File: src/rtl/sio_cfg_pkg.sv
// Shared constants and types for the keyed configuration port.
// Assumes an 8-bit index space and 8-bit data.
package sio_cfg_pkg;
    typedef enum logic [1:0] {
        LK_CLOSED = 2'd0,
        LK_ARMED  = 2'd1,
        LK_OPEN   = 2'd2
    } lock_state_e;

    localparam logic [7:0] KEY_OPEN      = 8'h87;
    localparam logic [7:0] KEY_CLOSE     = 8'hAA;
    localparam logic [7:0] LOCKED_READ   = 8'hFF;

    localparam logic [7:0] IX_LDN        = 8'h07;
    localparam logic [7:0] IX_DEVID_HI   = 8'h20;
    localparam logic [7:0] IX_DEVID_LO   = 8'h21;
    localparam logic [7:0] IX_REV        = 8'h22;
    localparam logic [7:0] IX_MFR_HI     = 8'h23;
    localparam logic [7:0] IX_MFR_LO     = 8'h24;
    localparam logic [7:0] IX_BANK_FIRST = 8'h30;
    localparam logic [7:0] IX_ENABLE     = 8'h30;
    localparam logic [7:0] IX_BASE_HI    = 8'h60;
    localparam logic [7:0] IX_BASE_LO    = 8'h61;
    localparam logic [7:0] IX_FUNC_FIRST = 8'hF0;
endpackage

File: src/rtl/sio_key_fsm.sv
// Lock state machine for the configuration window.
// Watches index-port writes only. Two consecutive key bytes open the window
// and the close byte shuts it. Assumes idx_wr is a single-cycle strobe per access.
module sio_key_fsm
    import sio_cfg_pkg::*;
(
    input  logic       clk,
    input  logic       rst_n,
    input  logic       idx_wr,
    input  logic [7:0] wdata,
    output logic       cfg_open,
    output logic       store_idx
);
    lock_state_e state_q;
    lock_state_e state_d;

    // Next-state decode from the index byte written this cycle.
    always_comb begin
        state_d = state_q;
        if (idx_wr) begin
            unique case (state_q)
                LK_CLOSED: state_d = (wdata == KEY_OPEN) ? LK_ARMED : LK_CLOSED;
                LK_ARMED:  state_d = (wdata == KEY_OPEN) ? LK_OPEN  : LK_CLOSED;
                LK_OPEN:   state_d = (wdata == KEY_CLOSE) ? LK_CLOSED : LK_OPEN;
                default:   state_d = LK_CLOSED;
            endcase
        end
    end

    // State register with synchronous reset to the closed state.
    always_ff @(posedge clk) begin
        if (!rst_n) state_q <= LK_CLOSED;
        else        state_q <= state_d;
    end

    assign cfg_open  = (state_q == LK_OPEN);
    assign store_idx = idx_wr && (state_q == LK_OPEN) && (wdata != KEY_CLOSE);


    key_second_chk: assert property (@(posedge clk) disable iff (!rst_n)
        (state_q == LK_ARMED && idx_wr && wdata == KEY_OPEN) |=> cfg_open);


    key_break_chk: assert property (@(posedge clk) disable iff (!rst_n)
        (state_q == LK_ARMED && idx_wr && wdata != KEY_OPEN) |=> (state_q == LK_CLOSED));


    open_path_chk: assert property (@(posedge clk) disable iff (!rst_n)
        $rose(cfg_open) |-> ($past(state_q) == LK_ARMED));


    relock_chk: assert property (@(posedge clk) disable iff (!rst_n)
        (cfg_open && idx_wr && wdata == KEY_CLOSE) |=> !cfg_open);
endmodule

File: src/rtl/sio_global_regs.sv
// Global register area: the index register, the device-number select and
// the read-only identification bytes. Assumes the writes reaching it are
// already qualified by the open window.
module sio_global_regs
    import sio_cfg_pkg::*;
#(
    parameter logic [15:0] DEV_ID  = 16'hA51C,
    parameter logic [7:0]  DEV_REV = 8'h03,
    parameter logic [15:0] MFR_ID  = 16'h1934
) (
    input  logic       clk,
    input  logic       rst_n,
    input  logic       store_idx,
    input  logic       data_wr,
    input  logic [7:0] wdata,
    output logic [7:0] idx_q,
    output logic [7:0] ldn_q,
    output logic       banked,
    output logic [7:0] glob_rdata
);
    // Index register: holds the last index stored while open.
    always_ff @(posedge clk) begin
        if (!rst_n)         idx_q <= 8'h00;
        else if (store_idx) idx_q <= wdata;
    end

    // Device-number select, written through the data port at its index.
    always_ff @(posedge clk) begin
        if (!rst_n)                          ldn_q <= 8'h00;
        else if (data_wr && idx_q == IX_LDN) ldn_q <= wdata;
    end

    assign banked = (idx_q >= IX_BANK_FIRST);

    // Read decode of the global area; holes read as zero.
    always_comb begin
        case (idx_q)
            IX_LDN:      glob_rdata = ldn_q;
            IX_DEVID_HI: glob_rdata = DEV_ID[15:8];
            IX_DEVID_LO: glob_rdata = DEV_ID[7:0];
            IX_REV:      glob_rdata = DEV_REV;
            IX_MFR_HI:   glob_rdata = MFR_ID[15:8];
            IX_MFR_LO:   glob_rdata = MFR_ID[7:0];
            default:     glob_rdata = 8'h00;
        endcase
    end


    idx_hold_chk: assert property (@(posedge clk) disable iff (!rst_n)
        !store_idx |=> $stable(idx_q));


    ldn_hold_chk: assert property (@(posedge clk) disable iff (!rst_n)
        !(data_wr && idx_q == IX_LDN) |=> $stable(ldn_q));
endmodule

File: src/rtl/sio_ld_bank.sv
// Register bank of one logical device: enable bit, 16-bit base address and
// NUM_FREG function bytes. Assumes wr is already qualified by window,
// banked index and device selection.
module sio_ld_bank
    import sio_cfg_pkg::*;
#(
    parameter int NUM_FREG = 8,
    localparam int FUNC_W  = NUM_FREG * 8
) (
    input  logic              clk,
    input  logic              rst_n,
    input  logic              wr,
    input  logic [7:0]        idx,
    input  logic [7:0]        wdata,
    output logic              dev_en,
    output logic [15:0]       dev_base,
    output logic [FUNC_W-1:0] dev_func,
    output logic [7:0]        rdata
);
    logic [7:0] func_q [NUM_FREG];
    logic [7:0] func_rd;

    // Enable bit: only bit 0 of the written byte is kept.
    always_ff @(posedge clk) begin
        if (!rst_n)                     dev_en <= 1'b0;
        else if (wr && idx == IX_ENABLE) dev_en <= wdata[0];
    end

    // Base address, high byte at the lower index.
    always_ff @(posedge clk) begin
        if (!rst_n)                           dev_base <= 16'h0000;
        else if (wr && idx == IX_BASE_HI)     dev_base[15:8] <= wdata;
        else if (wr && idx == IX_BASE_LO)     dev_base[7:0]  <= wdata;
    end

    for (genvar k = 0; k < NUM_FREG; k++) begin : g_func
        // Function byte k at its own index above the function window start.
        always_ff @(posedge clk) begin
            if (!rst_n)                                   func_q[k] <= 8'h00;
            else if (wr && idx == IX_FUNC_FIRST + 8'(k))  func_q[k] <= wdata;
        end
        assign dev_func[k*8 +: 8] = func_q[k];
    end

    // Read select over the function bytes.
    always_comb begin
        func_rd = 8'h00;
        for (int k = 0; k < NUM_FREG; k++) begin
            if (idx == IX_FUNC_FIRST + 8'(k)) func_rd = func_q[k];
        end
    end

    // Bank read decode; unimplemented indexes fall through to zero.
    always_comb begin
        case (idx)
            IX_ENABLE:  rdata = {7'b0, dev_en};
            IX_BASE_HI: rdata = dev_base[15:8];
            IX_BASE_LO: rdata = dev_base[7:0];
            default:    rdata = func_rd;
        endcase
    end


    en_hold_chk: assert property (@(posedge clk) disable iff (!rst_n)
        !(wr && idx == IX_ENABLE) |=> $stable(dev_en));


    base_hold_chk: assert property (@(posedge clk) disable iff (!rst_n)
        !(wr && (idx == IX_BASE_HI || idx == IX_BASE_LO)) |=> $stable(dev_base));
endmodule

File: src/rtl/sio_cfg_port.sv
// Keyed configuration port: index/data port pair at BASE_ADDR and BASE_ADDR+1,
// global register area below 0x30 and one banked register set per logical
// device above it. Reads are combinational while the access is presented.
// Writes land on the next rising edge. Assumes one access per cycle.
module sio_cfg_port
    import sio_cfg_pkg::*;
#(
    parameter int                ADDR_W    = 16,
    parameter logic [ADDR_W-1:0] BASE_ADDR = 'h4E,
    parameter int                NUM_LD    = 8,
    parameter int                NUM_FREG  = 8,
    parameter logic [15:0]       DEV_ID    = 16'hA51C,
    parameter logic [7:0]        DEV_REV   = 8'h03,
    parameter logic [15:0]       MFR_ID    = 16'h1934,
    localparam int               FUNC_W    = NUM_FREG * 8
) (
    input  logic                     clk,
    input  logic                     rst_n,
    input  logic                     bus_valid,
    input  logic                     bus_write,
    input  logic [ADDR_W-1:0]        bus_addr,
    input  logic [7:0]               bus_wdata,
    output logic [7:0]               bus_rdata,
    output logic [NUM_LD-1:0]        ld_enable,
    output logic [16*NUM_LD-1:0]     ld_base,
    output logic [FUNC_W*NUM_LD-1:0] ld_func
);
    localparam logic [ADDR_W-1:0] DATA_ADDR = BASE_ADDR + 1'b1;

    logic              hit_idx;
    logic              hit_dat;
    logic              idx_wr;
    logic              data_wr;
    logic              cfg_open;
    logic              store_idx;
    logic [7:0]        idx_q;
    logic [7:0]        ldn_q;
    logic              banked;
    logic [7:0]        glob_rdata;
    logic [NUM_LD-1:0] bank_wr;
    logic [7:0]        bank_rd [NUM_LD];
    logic [7:0]        bank_or;

    assign hit_idx = bus_valid && (bus_addr == BASE_ADDR);
    assign hit_dat = bus_valid && (bus_addr == DATA_ADDR);
    assign idx_wr  = hit_idx && bus_write;
    assign data_wr = hit_dat && bus_write && cfg_open;

    sio_key_fsm u_key (
        .clk       (clk),
        .rst_n     (rst_n),
        .idx_wr    (idx_wr),
        .wdata     (bus_wdata),
        .cfg_open  (cfg_open),
        .store_idx (store_idx)
    );

    sio_global_regs #(
        .DEV_ID  (DEV_ID),
        .DEV_REV (DEV_REV),
        .MFR_ID  (MFR_ID)
    ) u_glob (
        .clk        (clk),
        .rst_n      (rst_n),
        .store_idx  (store_idx),
        .data_wr    (data_wr),
        .wdata      (bus_wdata),
        .idx_q      (idx_q),
        .ldn_q      (ldn_q),
        .banked     (banked),
        .glob_rdata (glob_rdata)
    );

    for (genvar d = 0; d < NUM_LD; d++) begin : g_bank
        assign bank_wr[d] = data_wr && banked && (ldn_q == 8'(d));

        sio_ld_bank #(.NUM_FREG(NUM_FREG)) u_bank (
            .clk      (clk),
            .rst_n    (rst_n),
            .wr       (bank_wr[d]),
            .idx      (idx_q),
            .wdata    (bus_wdata),
            .dev_en   (ld_enable[d]),
            .dev_base (ld_base[d*16 +: 16]),
            .dev_func (ld_func[d*FUNC_W +: FUNC_W]),
            .rdata    (bank_rd[d])
        );
    end

    // Route the selected bank's read data; an out-of-range device reads zero.
    always_comb begin
        bank_or = 8'h00;
        for (int d = 0; d < NUM_LD; d++) begin
            if (ldn_q == 8'(d)) bank_or = bank_rd[d];
        end
    end

    // Port read mux: closed window or foreign address reads all ones.
    always_comb begin
        if (!(hit_idx || hit_dat) || !cfg_open) bus_rdata = LOCKED_READ;
        else if (hit_idx)                       bus_rdata = idx_q;
        else if (!banked)                       bus_rdata = glob_rdata;
        else                                    bus_rdata = bank_or;
    end


    bank_onehot_chk: assert property (@(posedge clk) disable iff (!rst_n)
        $onehot0(bank_wr));


    locked_write_chk: assert property (@(posedge clk) disable iff (!rst_n)
        !cfg_open |=> ($stable(ld_enable) && $stable(ld_base) && $stable(ld_func)));


    foreign_addr_chk: assert property (@(posedge clk) disable iff (!rst_n)
        (bus_valid && !hit_idx && !hit_dat) |=>
            ($stable(ld_enable) && $stable(ld_base) && $stable(ld_func)));
endmodule

File: config.mk
export PLATFORM = sky130hd
export DESIGN_NAME = sio_cfg_port
export DESIGN_NICKNAME = d
export VERILOG_FILES = /design/src/rtl/sio_cfg_pkg.sv /design/src/rtl/sio_key_fsm.sv /design/src/rtl/sio_global_regs.sv /design/src/rtl/sio_ld_bank.sv /design/src/rtl/sio_cfg_port.sv
export SDC_FILE = /design/constraint.sdc
export NUM_CORES = 1
export LEC_CHECK = 0
export BUFFER_PORTS_ARGS = -buffer_cell sky130_fd_sc_hd__buf_2
export CORE_MARGIN = 8
export CORE_UTILIZATION = 45
export CTS_BUF_LIST = sky130_fd_sc_hd__clkbuf_16
export DETAILED_ROUTE_END_ITERATION = 7
export PLACE_DENSITY = 0.67
export SLEW_MARGIN = 20
export SYNTH_ARGS = -nofsm -noshare
export SYNTH_HDL_FRONTEND = slang
export SYNTH_HIERARCHICAL = 1
export SYNTH_SLANG_ARGS = --single-unit
File: constraint.sdc
create_clock -name clk -period 9 [get_ports clk]
set_clock_uncertainty 0.2 [all_clocks]
set_input_delay 0.45 -clock clk [delete_from_list [all_inputs] [get_ports clk]]
set_output_delay 0.45 -clock clk [all_outputs]
set_load 0.005 [all_outputs]
==> results.txt, run 1 <==
CP max-delay cell -> o32ai_1
H-tree levels -> 3
number of vias per cell -> 6.045
Final min period -> 5.432 ns
max-cap violations -> 0
Seq/Total Area, Yosys -> 0.5430
root buf cell -> clkbuf_16
worst hold start -> bus_wdata[6]
Sw Ratio -> 0.2351
area leader, netlist -> edfxtp_1
slew margin rel. -> 0.2462
Die Y -> 290.8 um
Final Hold Vio Count -> 0
PortBufs -> 683
final setup vio count -> 0
YS warnings -> 6
Post-Layout Cell Count -> 4483
register bit total from synthesis -> 666
WP buf/inv -> 2
final worst slack -> 3.568 ns
cts-stage hold buffer count -> 0
CP max FO -> 131
RSZ-0062 raised after global routing -> false
Hold WC Path Type -> in2reg
Final Max Tran Viols -> 0
CP startpoint -> u_glob/idx_q[0]$_SDFFE_PN0P_
global route total overflow -> 0
worst r2r dst -> g_bank[2].u_bank/func_q[0][16]$_SDFFCE_PN0P_
WS Path Type -> reg2out
initial antenna violation count -> 9
R2R Path Start -> u_glob/idx_q[6]$_SDFFE_PN0P_
I/O pins -> 684
CTS tree -> done
Max stage delay on crit path -> 0.89 ns
WL/cell -> 30.02 um
worst path cell trace -> buf_12, nand2b_1, nor2_1, a2bb2oi_1, o32ai_1, mux4_2, mux2i_1, o2111ai_1, buf_2
global-route wire length before repair -> 192500 um
gpl congestion -> 0.9397
Post-synth EDFFs -> 512
Crit. End Element -> output pin
total wire length -> 134600 um
Core Region -> 74570 um2
Flop pwr share -> 0.511
Initial Utilization -> 0.4558
worst path required time -> 8.35 ns
most common cell after layout, fill and taps aside -> buf_2
post-synthesis async set-or-reset flop share -> 0
layout cell share with drive strength beyond 1 -> 0.2948
Die X -> 290.8 um
largest net degree at the start of global routing -> 176
status -> completed
area of the mapped netlist -> 33990 um2
Final HPWL DP -> 97440 um
hold endpoint -> g_bank[5].u_bank/dev_base[14]$_SDFFE_PN0P_
number of nets in the layout -> 3482
DRC viols -> 0
Synth Instances -> 2789
R2R Setup Slk -> 4.25 ns
delay-heaviest family, CP -> compound AO/OA/AOI/OAI gates
Layout Area Growth over Synthesis -> 20.21%
Data arrival, critical path -> 4.78 ns
post-synth top area share -> 0.4523
CTS max path bufs -> 3
Die ar. -> 84590 um2
overall routing resource usage -> 0.3047
drt first pass iters -> 6
Syn Nets -> 2817
Int Pwr -> 5.274 mW
Hold Slack -> 0.07480 ns
Post-CTS Setup Bufs -> 0
Cell Pwr Density -> 168.7 nW/um2
vias in the first global route -> 26060
Gate power share -> 0.057
maximum VDD drop -> 0.0001229 V
cts bufs inserted -> 74
post-CTS sizing -> 0
Synth Flop Type -> edfxtp_1
Mapped Avg Cell Area -> 12.19 um2
clock sinks -> 666
leakage -> 15.30 nW
Tcrit/Tclk final -> 0.6036
hold path depth -> 3
post-synthesis cell type count -> 70
commonest non-fill, non-tap cells in the layout -> buf_2, and2_1, edfxtp_1
FF/Latch Area -> 18470 um2
max frequency -> 0.1841 GHz
Inst Count DP -> 4347
clock share of power -> 0.432
Worst R2R Path Depth -> 10
multi-input logic area -> 14690 um2
setup TNS -> 0 ns
fillers -> 6437
Post-DRT Antenna Nets -> 0
ranking of synthesized cells by area -> edfxtp_1, and2_1, dfxtp_1, mux2i_1, mux4_2
row cnt -> 100
startpoint types -> register
Slew @ Worst Pin -> 1.127 ns
Worst-Skew Late Latency -> 0.61 ns
Place WS -> 4.204 ns
Reg clk slew, reported paths -> 0.06 ns
via total after detailed routing -> 27100
Iteration-0 DRC Markers -> 2973
Switch Pwr -> 1.621 mW
## synthesized netlist by cell type (7+ instances only)
cell / n
nor2b_1: 70
buf_2: 39
nand4_2: 8
buf_6: 8
nand4b_1: 8
o2111ai_1: 8
or4b_4: 11
nand3_1: 48
buf_1: 15
nor3_2: 10
o221ai_1: 34
mux4_2: 78
o31ai_1: 10
a22oi_1: 20
o32ai_1: 18
nor3_4: 11
nor4_4: 8
o21bai_1: 9
clkbuf_1: 78
inv_1: 66
nand4_1: 16
a2bb2oi_1: 70
and3_1: 22
nand2_1: 93
o311ai_0: 15
nor3_1: 35
edfxtp_1: 512
or3_1: 20
mux2i_1: 230
o21ai_0: 115
and2_1: 514
mux4_1: 20
nor4_1: 37
o21ai_1: 9
dfxtp_1: 154
nor2_1: 188
or2_2: 25
nand2b_1: 39
o211ai_1: 20
and4_1: 8
nand3b_1: 7
## how the worst max path moves through the flow
stage | to | cells past startpoint | slack, ns
3_3_place_gp | bus_rdata[4] | 9 | 4.25
2_1_floorplan | g_bank[4].u_bank/func_q[0][0]$_SDFFCE_PN0P_ | 8 | 4.72
3_5_place_dp | bus_rdata[7] | 9 | 4.20
6_report | bus_rdata[4] | 9 | 3.57
5_1_grt | bus_rdata[7] | 9 | 3.32
4_1_cts | bus_rdata[7] | 9 | 3.55
## layout make-up
| type | instances | share of cell area |
|---|---|---|
| diodes | 3 | 0.0001837 |
| clock inverters | 55 | 0.009921 |
| well taps | 969 | 0.02967 |
| inverters | 71 | 0.006522 |
| clock buffers | 78 | 0.04777 |
| flip-flops and latches | 666 | 0.4521 |
| repair buffers | 733 | 0.09431 |
| multi-input cells | 1908 | 0.3596 |
## metrics by stage
| stage | util | area [um2] | total power [mW] |
|---|---|---|---|
| 2_1_floorplan | - | 33990 | 3.658 |
| 3_3_place_gp | 0.5152 | 38420 | 3.979 |
| 5_1_grt | 0.5479 | 40860 | 7.065 |
| 6_report | 0.5480 | 40860 | 6.895 |
| 3_5_place_dp | 0.5156 | 38450 | 3.980 |
| 4_1_cts | 0.5472 | 40800 | 6.938 |
## kinds of logic after synthesis
logic type,share of synthesized area
muxes,0.1349
AOI/OAI and AO/OA,0.07697
DFF,0.5430
buffers and inverters,0.02739
and+or+nand+nor,0.2178
## worst register-to-register path, cell delays in order (launching register included)
cell and delay, ns:
dfxtp_2 0.33, nor2_1 0.09, nand2_1 0.24, or4b_1 0.49
nor3_2 0.23, nand4_1 0.46, nor3_1 0.87, nand2_2 0.33
or4_1 0.61, nor2_1 0.57, and2_1 0.22
## state kept, by name (all words and copies together), names as in the netlist
name and flops:
g_bank.u_bank/dev_en 8, g_bank.u_bank/func_q 512, u_key/state_q 2, u_glob/idx_q 8
g_bank.u_bank/dev_base 128, u_glob/ldn_q 8
## routing by layer
| layer | track usage | wire (um) |
|---|---|---|
| met1 | 0.3888 | 51580 |
| met2 | 0.4899 | 63170 |
| met3 | 0.08674 | 13960 |
| met4 | 0.1163 | 5813 |
| met5 | 0 | 41 |
## power by group through the flow
stage | clock network [mW] | registers [mW] | logic, mW
global route | 3.12 | 3.53 | 0.416
global placement | 0 | 3.59 | 0.393
finish | 2.98 | 3.52 | 0.393
detailed placement | 0 | 3.58 | 0.396
CTS | 3.02 | 3.52 | 0.396
floorplan | 0 | 3.55 | 0.105
Power figures use the tool's default switching activity.
==> run 2: changes to the inputs <==
--- a/config.mk
+++ b/config.mk
@@ -5,12 +5,13 @@
 export SDC_FILE = /design/constraint.sdc
 export NUM_CORES = 1
 export LEC_CHECK = 0
+export ABC_AREA = 1
 export BUFFER_PORTS_ARGS = -buffer_cell sky130_fd_sc_hd__buf_2
 export CORE_MARGIN = 8
 export CORE_UTILIZATION = 45
 export CTS_BUF_LIST = sky130_fd_sc_hd__clkbuf_16
 export DETAILED_ROUTE_END_ITERATION = 7
-export PLACE_DENSITY = 0.67
+export PLACE_DENSITY = 0.7
 export SLEW_MARGIN = 20
 export SYNTH_ARGS = -nofsm -noshare
 export SYNTH_HDL_FRONTEND = slang
==> constraint.sdc (replaced) <==
create_clock -name clk -period 4.53 [get_ports clk]
set_clock_uncertainty 0.2 [all_clocks]
set_input_delay 0.2265 -clock clk [delete_from_list [all_inputs] [get_ports clk]]
set_output_delay 0.2265 -clock clk [all_outputs]
set_load 0.005 [all_outputs]
==> run 2 against run 1 <==
Effect of this change:
- utilization rose by 0.065 points
- highest routed layer unchanged
- worst setup slack got worse by 3.3 ns
- total power rose by 100%
- critical path depth rose by 9
- clock power rose by 110%
==> results.txt, run 2 <==
status -> completed
Tcrit/Tclk final -> 0.9405
cts bufs inserted -> 76 (+2.7%)
biggest regs -> g_bank.u_bank/func_q (512), g_bank.u_bank/dev_base (128)
Worst-Skew Late Latency -> 0.63 ns (+0.02 ns)
Core Region -> 74320 um2 (-0.34%)
CTS tree -> done
final setup vio count -> 0 (unchanged)
DRC viols -> 0 (unchanged)
drt first pass iters -> 8 (+2)
hold endpoint -> u_glob/idx_q[0]$_SDFFE_PN0P_
Die X -> 289.6 um (-0.44%)
maximum VDD drop -> 0.0002487 V (+100%)
ranking of synthesized cells by area -> edfxtp_1, dfxtp_1, nor2_1, nand2_1, inv_1
startpoint types -> register
global route total overflow -> 0 (unchanged)
vias in the first global route -> 29710 (+14%)
commonest cells in the netlist -> nor2_1, nand2_1, edfxtp_1
R2R Setup Slk -> 1.21 ns (-3.04 ns)
post-synthesis async set-or-reset flop share -> 0 (unchanged)
CTS max path bufs -> 3 (unchanged)
PortBufs -> 683 (unchanged)
Initial Utilization -> 0.4531 (-0.002691)
Final HPWL DP -> 101900 um (+4.6%)
number of vias per cell -> 5.616 (-7.1%)
Layout Area Growth over Synthesis -> 21.07%
post-synth top area share -> 0.4565 (+0.004218)
number of flip-flops in the largest register -> 512 (unchanged)
slew margin rel. -> 0.3551 (+0.1089)
Final Total Pwr -> 13.96 mW (+100%)
Most flops, register -> g_bank.u_bank/func_q
setup TNS -> 0 ns (unchanged)
global-route wire length before repair -> 193000 um (+0.25%)
max-cap violations -> 0 (unchanged)
Hold WC Path Type -> in2reg
layout cell share with drive strength beyond 1 -> 0.2624 (-0.03242)
max frequency -> 0.2347 GHz
commonest non-fill, non-tap cells in the layout -> nor2_1, buf_2, nand2_1
Cell Pwr Density -> 342.3 nW/um2 (+100%)
Slew @ Worst Pin -> 0.9674 ns (-0.1598 ns)
largest net degree at the start of global routing -> 105 (-40%)
top-count cell post-synth -> nor2_1
Place WS -> 0.8042 ns (-3.400 ns)
Final min period -> 4.260 ns
final instance area -> 40770 um2 (-0.22%)
Synth Instances -> 3788 (+36%)
RSZ-0062 raised after global routing -> false
via total after detailed routing -> 31220 (+15%)
Inst Count DP -> 5410 (+24%)
Die Y -> 289.6 um (-0.44%)
Data arrival, critical path -> 3.83 ns (-0.95 ns)
Iteration-0 DRC Markers -> 3436 (+16%)
clock sinks -> 666 (unchanged)
WL/cell -> 24.43 um (-19%)
number of nets in the layout -> 4555 (+31%)
Post-DRT Antenna Nets -> 0 (unchanged)
YS warnings -> 6 (unchanged)
R2R Path Start -> u_glob/idx_q[4]$_SDFFE_PN0P_
gpl congestion -> 0.9845 (+4.8%)
WS Path Type -> reg2out
overall routing resource usage -> 0.3085 (+0.003838)
I/O pins -> 684 (unchanged)
post-synthesis cell type count -> 45 (-36%)
Worst R2R Path Depth -> 10 (unchanged)
Final Max Tran Viols -> 0 (unchanged)
root buf cell -> clkbuf_16
Post-Layout Cell Count -> 5558 (+24%)
total wire length -> 135800 um (+0.91%)
hold path depth -> 3 (unchanged)
worst r2r dst -> g_bank[7].u_bank/dev_base[9]$_SDFFE_PN0P_
H-tree levels -> 3 (unchanged)
dpl cell area -> 38180 um2 (-0.68%)
row cnt -> 100 (unchanged)
register bit total from synthesis -> 666 (unchanged)
Reg clk slew, reported paths -> 0.06 ns (about the same)
Final Hold Vio Count -> 0 (unchanged)
leakage -> 17.37 nW (+14%)
Post-synth EDFFs -> 512 (unchanged)
Syn Nets -> 3816 (+35%)
initial antenna violation count -> 2 (-7)
most common cell after layout, fill and taps aside -> nor2_1
area leader, netlist -> edfxtp_1
Mapped Avg Cell Area -> 8.891 um2 (-27%)
Crit. End Element -> output pin
final worst slack -> 0.2697 ns (-3.298 ns)
worst path required time -> 4.10 ns (-4.25 ns)
CP max FO -> 17 (-87%)
Die ar. -> 83850 um2 (-0.87%)
Synth Flop Type -> edfxtp_1
worst hold start -> bus_wdata[0]
antenna diode count -> 0 (-3)
Seq/Total Area, Yosys -> 0.5481 (+0.005063)
area of the mapped netlist -> 33680 um2 (-0.92%)
==> run 2: logic make-up (layout without fill, tap and decap cells) <==
family	Yosys count	count (layout)	share of synthesized area
AOI/OAI and AO/OA	509	509	0.08485
buffers and inverters	552	1353	0.06988
DFF	666	666	0.5481
and+or+nand+nor	2061	2061	0.2972
==> run 2: worst max-delay path, cell delays in order, from the launching register on <==
cell and delay (ns):
dfxtp_2 0.52, nand2_1 0.17, nor2_4 0.39, nand2_4 0.19
nor2_8 0.18, inv_2 0.05, o21ai_0 0.15, inv_1 0.06
nand2_1 0.08, nand4_1 0.11, nand3_1 0.10, nand3_1 0.15
nor2_1 0.29, nand4_1 0.19, nand2_1 0.10, nand2_1 0.05
nand2_1 0.05, nand2_1 0.17, buf_2 0.18
==> run 2: how the worst max path moves through the flow <==
stage	endpoint	cells after the start	slack, ns	start
2_1_floorplan	g_bank[0].u_bank/func_q[0][24]$_SDFFCE_PN0P_	4	0.76	u_glob/idx_q[1]$_SDFFE_PN0P_
3_3_place_gp	bus_rdata[0]	18	0.83	u_glob/idx_q[5]$_SDFFE_PN0P_
3_5_place_dp	bus_rdata[0]	18	0.80	u_glob/idx_q[5]$_SDFFE_PN0P_
4_1_cts	bus_rdata[0]	18	0.10	u_glob/idx_q[5]$_SDFFE_PN0P_
5_1_grt	bus_rdata[0]	18	0.008	u_glob/idx_q[7]$_SDFFE_PN0P_
6_report	bus_rdata[0]	18	0.27	u_glob/idx_q[7]$_SDFFE_PN0P_
==> run 2: layout make-up <==
type                       count  area (um2)
tap                          969        1212
inverter                     467        1765
clock inverter                62       554.3
clock buffer                  78        1952
multi-input combinational   2570       12870
fill                        6841       33550
timing repair buffer         746        3946
sequential                   666       18480
==> run 2: layer usage <==
metal  global-route usage  share of wire  up-vias
met3              0.06073           0.10      336
met2               0.5186           0.48     1912
met4               0.1448          0.051        2
met5                    0        0.00010        -
li1                     -              -    14090
met1               0.3814           0.37    14880
==> run 2: per-stage QoR <==
step	utilization	hold slack [ns]
detailed placement	0.5138	0.2576
finish	0.5486	0.06240
floorplan	-	0.1387
CTS	0.5479	0.01336
global placement	0.5138	0.2507
global route	0.5486	0.05194
==> run 2: timing repair <==
| item | in CTS | in global routing |
|---|---|---|
| hold endpoints to repair | 37 | 0 |
| hold buffers | 3 | 0 |
| endpoints found under the setup margin | 0 | 5 |
| resized for setup | 0 | 2 |
| buffers inserted | 0 | 5 |
==> run 2: report_power, final <==
part | total (mW) | leakage, nW | internal, mW | switching, mW
combinational | 0.735 | 9.97 | 0.218 | 0.517
sequential | 7.01 | 6.10 | 6.80 | 0.211
clock | 6.21 | 1.30 | 3.61 | 2.60
